`src/rtl/serial_rx_pkg.sv`:
```
package serial_rx_pkg;

    localparam int MAX_BITS = 9;
    localparam int BIT_W    = 4;

    typedef enum logic [1:0] {
        PH_IDLE   = 2'd0,
        PH_DATA   = 2'd1,
        PH_PARITY = 2'd2,
        PH_STOP   = 2'd3
    } phase_e;

    typedef struct packed {
        logic [1:0] len;
        logic       nine;
        logic       msb_first;
        logic [2:0] par;
        logic       over8;
    } rx_cfg_t;

    function automatic logic [BIT_W-1:0] char_bits(input rx_cfg_t c);
        if (c.nine) return BIT_W'(9);
        return BIT_W'(5) + BIT_W'(c.len);
    endfunction

    function automatic logic parity_used(input logic [2:0] mode);
        return mode < 3'd4;
    endfunction

endpackage

```
`src/rtl/serial_rx_sync.sv`:
```
module serial_rx_sync #(
    parameter int   STAGES    = 2,
    parameter logic RESET_VAL = 1'b1
) (
    input  logic clk,
    input  logic rst_n,
    input  logic din,
    output logic dout
);

    logic [STAGES-1:0] chain_d, chain_q;

    always_comb begin
        chain_d = {chain_q[STAGES-2:0], din};
    end

    always_ff @(posedge clk or negedge rst_n) begin
        if (!rst_n) chain_q <= {STAGES{RESET_VAL}};
        else        chain_q <= chain_d;
    end

    assign dout = chain_q[STAGES-1];

endmodule

```
`src/rtl/serial_rx_ctrl.sv`:
```
module serial_rx_ctrl
    import serial_rx_pkg::*;
#(
    parameter int OVS_HI = 16,
    parameter int OVS_LO = 8
) (
    input  logic                clk,
    input  logic                rst_n,
    input  logic                sample_en,
    input  logic                rxd_s,
    input  rx_cfg_t             cfg_in,
    output logic                bit_vld,
    output phase_e              bit_phase,
    output logic                bit_val,
    output logic [BIT_W-1:0]    cur_bits,
    output logic                cur_msb,
    output logic [2:0]          cur_par
);

    localparam int CNT_W = $clog2(OVS_HI) + 1;
    localparam logic [CNT_W-1:0] FULL_HI = CNT_W'(OVS_HI);
    localparam logic [CNT_W-1:0] FULL_LO = CNT_W'(OVS_LO);
    localparam logic [CNT_W-1:0] HALF_HI = CNT_W'(OVS_HI / 2);
    localparam logic [CNT_W-1:0] HALF_LO = CNT_W'(OVS_LO / 2);

    typedef struct packed {
        phase_e             phase;
        logic [CNT_W-1:0]   cnt;
        logic [BIT_W-1:0]   nbit;
        rx_cfg_t            cfg;
        logic               vld;
        phase_e             vph;
        logic               vbit;
    } ctrl_t;

    ctrl_t q, d;
    logic [CNT_W-1:0] half_live, full_cur;

    always_comb begin
        half_live = cfg_in.over8 ? HALF_LO : HALF_HI;
        full_cur  = q.cfg.over8  ? FULL_LO : FULL_HI;
        d         = q;
        d.vld     = 1'b0;
        if (sample_en) begin
            if (q.phase == PH_IDLE) begin
                if (!rxd_s) begin
                    if (q.cnt >= half_live - CNT_W'(1)) begin
                        d.phase = PH_DATA;
                        d.cnt   = '0;
                        d.nbit  = '0;
                        d.cfg   = cfg_in;
                    end else begin
                        d.cnt = q.cnt + CNT_W'(1);
                    end
                end else begin
                    d.cnt = '0;
                end
            end else if (q.cnt == full_cur - CNT_W'(1)) begin
                d.cnt  = '0;
                d.vld  = 1'b1;
                d.vph  = q.phase;
                d.vbit = rxd_s;
                case (q.phase)
                    PH_DATA: begin
                        d.nbit = q.nbit + BIT_W'(1);
                        if (q.nbit == char_bits(q.cfg) - BIT_W'(1))
                            d.phase = parity_used(q.cfg.par) ? PH_PARITY : PH_STOP;
                    end
                    PH_PARITY: d.phase = PH_STOP;
                    default: begin
                        d.phase = PH_IDLE;
                        d.nbit  = '0;
                    end
                endcase
            end else begin
                d.cnt = q.cnt + CNT_W'(1);
            end
        end
    end

    always_ff @(posedge clk or negedge rst_n) begin
        if (!rst_n) q <= '0;
        else        q <= d;
    end

    assign bit_vld   = q.vld;
    assign bit_phase = q.vph;
    assign bit_val   = q.vbit;
    assign cur_bits  = char_bits(q.cfg);
    assign cur_msb   = q.cfg.msb_first;
    assign cur_par   = q.cfg.par;

    // while searching, the low-run counter never reaches a full half bit
    assert_start_half_bit_R1: assert property (@(posedge clk) disable iff (!rst_n)
        (q.phase == PH_IDLE) |-> (q.cnt < HALF_HI));

    // inside a character the sample counter stays below the selected period
    assert_bit_period_R2: assert property (@(posedge clk) disable iff (!rst_n)
        (q.phase != PH_IDLE) |-> (q.cnt < full_cur));

    // the stop sample leaves the controller already searching
    assert_rearm_after_stop_R7: assert property (@(posedge clk) disable iff (!rst_n)
        (q.vld && q.vph == PH_STOP) |-> (q.phase == PH_IDLE));

    // captured configuration does not move inside a character
    assert_cfg_frozen_R9: assert property (@(posedge clk) disable iff (!rst_n)
        (q.phase != PH_IDLE) |=> (q.phase == PH_IDLE) || $stable(q.cfg));

endmodule

```
`src/rtl/serial_rx_parity.sv`:
```
module serial_rx_parity
    import serial_rx_pkg::*;
(
    input  logic [MAX_BITS-1:0] data,
    input  logic [2:0]          mode,
    output logic                used,
    output logic                expect_bit
);

    always_comb begin
        used = parity_used(mode);
        case (mode)
            3'd0:    expect_bit = ^data;
            3'd1:    expect_bit = ~(^data);
            3'd2:    expect_bit = 1'b0;
            3'd3:    expect_bit = 1'b1;
            default: expect_bit = 1'b0;
        endcase
    end

endmodule

```
`src/rtl/serial_rx_assemble.sv`:
```
module serial_rx_assemble
    import serial_rx_pkg::*;
(
    input  logic                clk,
    input  logic                rst_n,
    input  logic                bit_vld,
    input  phase_e              bit_phase,
    input  logic                bit_val,
    input  logic [BIT_W-1:0]    nbits,
    input  logic                msb_first,
    input  logic [2:0]          par_mode,
    output logic [MAX_BITS-1:0] rx_data,
    output logic                rx_valid,
    output logic                rx_parity_err,
    output logic                rx_frame_err
);

    typedef struct packed {
        logic [MAX_BITS-1:0] acc;
        logic [BIT_W-1:0]    idx;
        logic                perr;
        logic [MAX_BITS-1:0] odata;
        logic                ovld;
        logic                operr;
        logic                oferr;
    } asm_t;

    asm_t q, d;
    logic [BIT_W-1:0] pos;
    logic par_used, par_expect;

    serial_rx_parity u_parity (
        .data       (q.acc),
        .mode       (par_mode),
        .used       (par_used),
        .expect_bit (par_expect)
    );

    always_comb begin
        d      = q;
        d.ovld = 1'b0;
        pos    = msb_first ? (nbits - BIT_W'(1) - q.idx) : q.idx;
        if (bit_vld) begin
            case (bit_phase)
                PH_DATA: begin
                    d.acc[pos] = bit_val;
                    d.idx      = q.idx + BIT_W'(1);
                end
                PH_PARITY: d.perr = par_used && (bit_val != par_expect);
                PH_STOP: begin
                    d.ovld  = 1'b1;
                    d.odata = q.acc;
                    d.operr = q.perr;
                    d.oferr = ~bit_val;
                    d.acc   = '0;
                    d.idx   = '0;
                    d.perr  = 1'b0;
                end
                default: ;
            endcase
        end
    end

    always_ff @(posedge clk or negedge rst_n) begin
        if (!rst_n) q <= '0;
        else        q <= d;
    end

    assign rx_data       = q.odata;
    assign rx_valid      = q.ovld;
    assign rx_parity_err = q.operr;
    assign rx_frame_err  = q.oferr;

    // one strobe per character
    assert_valid_pulse_R8: assert property (@(posedge clk) disable iff (!rst_n)
        q.ovld |=> !q.ovld);

    // nothing above the character length is delivered
    assert_upper_zero_R3: assert property (@(posedge clk) disable iff (!rst_n)
        q.ovld |-> ((q.odata >> nbits) == '0));

    // no parity error can appear when no parity bit is used
    assert_no_parity_err_when_none_R5: assert property (@(posedge clk) disable iff (!rst_n)
        (q.ovld && !parity_used(par_mode)) |-> !q.operr);

    // delivered values only move together with a strobe
    assert_held_outputs_R8: assert property (@(posedge clk) disable iff (!rst_n)
        !q.ovld |=> !q.ovld || 1'b1 ? ($stable(q.odata) || q.ovld) : 1'b1);

endmodule

```
`src/rtl/serial_rx.sv`:
```
module serial_rx
    import serial_rx_pkg::*;
#(
    parameter int OVS_HI      = 16,
    parameter int OVS_LO      = 8,
    parameter int SYNC_STAGES = 2
) (
    input  logic                clk,
    input  logic                rst_n,
    input  logic                sample_en,
    input  logic                rxd,
    input  logic [1:0]          cfg_len,
    input  logic                cfg_nine,
    input  logic                cfg_msb_first,
    input  logic [2:0]          cfg_parity,
    input  logic                cfg_over8,
    output logic [MAX_BITS-1:0] rx_data,
    output logic                rx_valid,
    output logic                rx_parity_err,
    output logic                rx_frame_err
);

    logic             rxd_s;
    rx_cfg_t          cfg_in;
    logic             bit_vld, bit_val, cur_msb;
    phase_e           bit_phase;
    logic [BIT_W-1:0] cur_bits;
    logic [2:0]       cur_par;

    always_comb begin
        cfg_in.len       = cfg_len;
        cfg_in.nine      = cfg_nine;
        cfg_in.msb_first = cfg_msb_first;
        cfg_in.par       = cfg_parity;
        cfg_in.over8     = cfg_over8;
    end

    serial_rx_sync #(.STAGES(SYNC_STAGES), .RESET_VAL(1'b1)) u_sync (
        .clk  (clk),
        .rst_n(rst_n),
        .din  (rxd),
        .dout (rxd_s)
    );

    serial_rx_ctrl #(.OVS_HI(OVS_HI), .OVS_LO(OVS_LO)) u_ctrl (
        .clk      (clk),
        .rst_n    (rst_n),
        .sample_en(sample_en),
        .rxd_s    (rxd_s),
        .cfg_in   (cfg_in),
        .bit_vld  (bit_vld),
        .bit_phase(bit_phase),
        .bit_val  (bit_val),
        .cur_bits (cur_bits),
        .cur_msb  (cur_msb),
        .cur_par  (cur_par)
    );

    serial_rx_assemble u_asm (
        .clk          (clk),
        .rst_n        (rst_n),
        .bit_vld      (bit_vld),
        .bit_phase    (bit_phase),
        .bit_val      (bit_val),
        .nbits        (cur_bits),
        .msb_first    (cur_msb),
        .par_mode     (cur_par),
        .rx_data      (rx_data),
        .rx_valid     (rx_valid),
        .rx_parity_err(rx_parity_err),
        .rx_frame_err (rx_frame_err)
    );

endmodule

```
`config.mk`:
```
export PLATFORM = sky130hd
export DESIGN_NAME = serial_rx
export DESIGN_NICKNAME = d
export VERILOG_FILES = /design/src/rtl/serial_rx_pkg.sv /design/src/rtl/serial_rx_sync.sv /design/src/rtl/serial_rx_ctrl.sv /design/src/rtl/serial_rx_parity.sv /design/src/rtl/serial_rx_assemble.sv /design/src/rtl/serial_rx.sv
export SDC_FILE = /design/constraint.sdc
export NUM_CORES = 1
export LEC_CHECK = 0
export BUFFER_PORTS_ARGS = -buffer_cell sky130_fd_sc_hd__clkbuf_2
export CORE_MARGIN = 2
export CORE_UTILIZATION = 40
export CTS_BUF_LIST = sky130_fd_sc_hd__clkbuf_8
export DETAILED_ROUTE_END_ITERATION = 10
export SETUP_SLACK_MARGIN = 0.05
export SLEW_MARGIN = 5
export SYNTH_ARGS = -nofsm -noshare
export SYNTH_HDL_FRONTEND = slang
export SYNTH_SLANG_ARGS = --single-unit
```
`constraint.sdc`:
```
create_clock -name clk -period 2.99 [get_ports clk]
set_clock_uncertainty 0.05 [all_clocks]
set_input_delay 0.598 -clock clk [delete_from_list [all_inputs] [get_ports clk]]
set_output_delay 0.598 -clock clk [all_outputs]
set_load 0.005 [all_outputs]
```
==> reports/results.ini <==
[global_route]
grt_max_degree = 24
track_usage_pct = 14.0
grt.overflow.total = 0
grt_pass1_wl_um = 8800
grt_pass1_vias = 1922
antenna_found_initial = 0

[die]
fp.dieH_um = 88.2
ios = 24
die_area_um2 = 7780
rows = 30
initial_core_util_pct = 41.5
core_um2 = 6830
die_w_um = 88.2

[final_layout]
final_util_pct = 45.7
area_delta_synth_final_pct = 10.1
fin_area_um2 = 3120
antennaDiodeCount = 0
nNetsFinal = 326
multiInputGateArea_um2 = 1400
fin_cells = 399
seq_area_um2 = 1280
nFillCells = 676
drive_above_1_share_pct = 20.8

[logic_synthesis]
synthCells = 283
syn-num-nets = 307
yosysMostFrequentCell = dfrtp_1
synth.yosys.warnings = 0
synth_cell_types = 54
netlist_area_um2 = 2840
ys.flop_type = dfrtp_1
avgSynthCellArea_um2 = 10.0
synth_seq_area_share_pct = 45.1
synth_edf_count = 0
ys_ff_latch = 51
synthTopCellsByCount = dfrtp_1 (49), nand2_1 (43), o21ai_0 (25)
synthArstFlopShare_pct = 100
synth_top_cell_by_area = dfrtp_1
ys_top_cells_by_area = dfrtp_1 (43%), mux2_2 (6.4%), nand2_1 (5.7%)
yosysTopAreaCellShare_pct = 43.2

[clock_tree]
post_cts_buffers = 0
clockBufferDepth = 2
numCtsBuffers = 5
tritoncts = built
cts_hold_buf = 0
cts_sinks = 51
cts_root_buf = clkbuf_8
htree_levels = 2
cts_resized = 0
insertion_delay_ns = 0.30
clkTransAtPathRegs_ns = 0.10

[power_and_ir_drop]
p_seq_share_pct = 42.3
p_switching_mw = 0.788
ir_worst_vdd_v = 0.000380
clkPwrFrac_pct = 21.9
pwr-share-comb_pct = 35.8
totalPowerFinal_mw = 2.18
power-per-cell-area_nw_per_um2 = 698
p_sw_share_pct = 36.1
p_leak_nw = 1.50
internal_power_mw = 1.39

[placement]
place_inst = 391
place.gp.congestion = 0.829
io_buffers = 23
hpwl_um = 3820
post-place-ws_ns = 0.142
placed_area_um2 = 3010

[sta]
holdWs_ns = 0.117
setup_viol = 0
fin_tns_setup_ns = 0
max_slew_margin_pct = 52.8
slew_viol_final = 0
setup_slack_ns = 0.172
fin_crit_ns = 2.82
rsz0062_at_grt = no
max_freq_ghz = 0.355
hold_violations = 0
period_share_pct = 94.3
worst_slew_pin_slew_ns = 0.706

[setup_path]
cp-endpoint = u_asm.q[25]
crit_fanout = 7
cp-end-kind = flip-flop
r2r_start = u_ctrl.q[10]
critPathKind = reg2reg
required_ns = 3.18
worst_ep_arrival_time_ns = 3.01
ff2ff_setup_slack_ns = 0.17
r2r_cells = 10
startpoint_type = flip-flop
startpoint = u_ctrl.q[10]
reg2reg_to = u_asm.q[25]

[route]
routed_wl_um = 5070
routedWlPerCell_um = 12.7
num_vias = 2051
ant_nets = 0
drc_errors = 0
via_per_inst = 5.14
firstDrtPassIters = 4
drt_iter0_markers = 63

[run_status]
status = completed

[worst_hold_path]
hp-class = in2async

[run]
cap_violations = 0

==> layer usage <==
metal / vias up / GRT usage [%] / wire (um) / part of all wire, %
met3: 6 / 2.80 / 157 / 3.1
met2: 35 / 23.5 / 2460 / 48
met1: 984 / 19.0 / 2410 / 48
met5: - / 0 / 0 / 0
li1: 1026 / - / - / -
met4: 0 / 2.48 / 40 / 0.79
==> power groups by stage <==
| stage | Combinational (mW) | Clock (mW) | Sequential (mW) |
|---|---|---|---|
| finish | 0.779 | 0.478 | 0.923 |
| global route | 0.892 | 0.523 | 0.948 |
| CTS | 0.775 | 0.497 | 0.921 |
| detailed placement | 0.773 | 0 | 0.935 |
| global placement | 0.749 | 0 | 0.932 |
| floorplan | 0.660 | 0 | 0.878 |
==> sequential cells by signal, indices dropped and copies added (netlist names) <==
name                 cells
u_asm.q                 14
u_asm.rx_data            9
u_asm.rx_frame_err       1
u_ctrl.bit_val           1
u_ctrl.cur_msb           1
u_ctrl.bit_phase         2
u_sync.chain_q           2
u_ctrl.cur_par           3
u_ctrl.bit_vld           1
u_ctrl.q                15
u_asm.rx_parity_err      1
u_asm.rx_valid           1
==> worst max-delay path, stage by stage, from the launching register on <==
cell	delay [ns]
dfrtp_2	0.45
ha_1	0.34
nand2b_1	0.13
inv_1	0.06
ha_1	0.27
a21o_1	0.21
a21oi_1	0.21
mux2i_2	0.34
nor2_2	0.12
or4_1	0.51
nand3_1	0.08
==> cell families (layout without fill, tap and decap cells) <==
logic type / Yosys count / count (layout) / synth area share, %
AO/OA/AOI/OAI: 55 / 55 / 12.9
XOR/XNOR: 11 / 11 / 3.88
adder cells (fa/ha/maj): 12 / 12 / 5.56
buffers and inverters: 33 / 53 / 5.87
flip-flops: 51 / 51 / 45.1
multiplexers: 24 / 24 / 9.18
AND/OR/NAND/NOR: 97 / 97 / 17.6
==> worst min-delay path by stage <==
stage	cells after the start	to	slack, ns	startpoint
2_1_floorplan	0	u_asm.q[12]	0.25	rst_n
3_3_place_gp	0	u_sync.chain_q[1]	0.30	u_sync.chain_q[0]
3_5_place_dp	0	u_sync.chain_q[1]	0.30	u_sync.chain_q[0]
4_1_cts	1	u_asm.rx_data[7]	0.12	rst_n
5_1_grt	1	u_asm.rx_data[4]	0.12	rst_n
6_report	1	u_asm.rx_data[7]	0.12	rst_n
==> cell usage in the layout (no fill, tap or decap), types with 2 or more instances in the layout <==
cell type  synthesis  final
or2_2              2      2
o21ai_0           25     25
nor3b_1            4      4
clkbuf_8           0      5
ha_1              11     11
nand3_1           11     11
o31a_1             2      2
dfrtp_1           49     48
buf_4              9      5
xnor2_1            7      7
nand2_1           43     43
nand2b_1           4      4
mux2_2            16     16
xor2_1             3      3
nor2b_1            4      4
o31ai_1            5      5
mux2i_1            8      7
clkbuf_2           0     23
o311ai_0           2      2
and3b_1            2      2
and3_1             2      2
inv_1             17     17
a21o_1             3      3
a211o_1            2      2
a21oi_1            4      4
nand4_1            2      2
dfstp_2            2      2
nor2_1            12     12
==> layout make-up <==
| cell class | count | area share (%) |
|---|---|---|
| repair buffers | 28 | 4.89 |
| clock inverters | 3 | 1.40 |
| multi-input cells | 199 | 44.7 |
| inverters | 17 | 2.04 |
| well taps | 96 | 3.84 |
| flip-flops and latches | 51 | 41.0 |
| clock buffers | 5 | 2.20 |
Power figures use the tool's default switching activity.
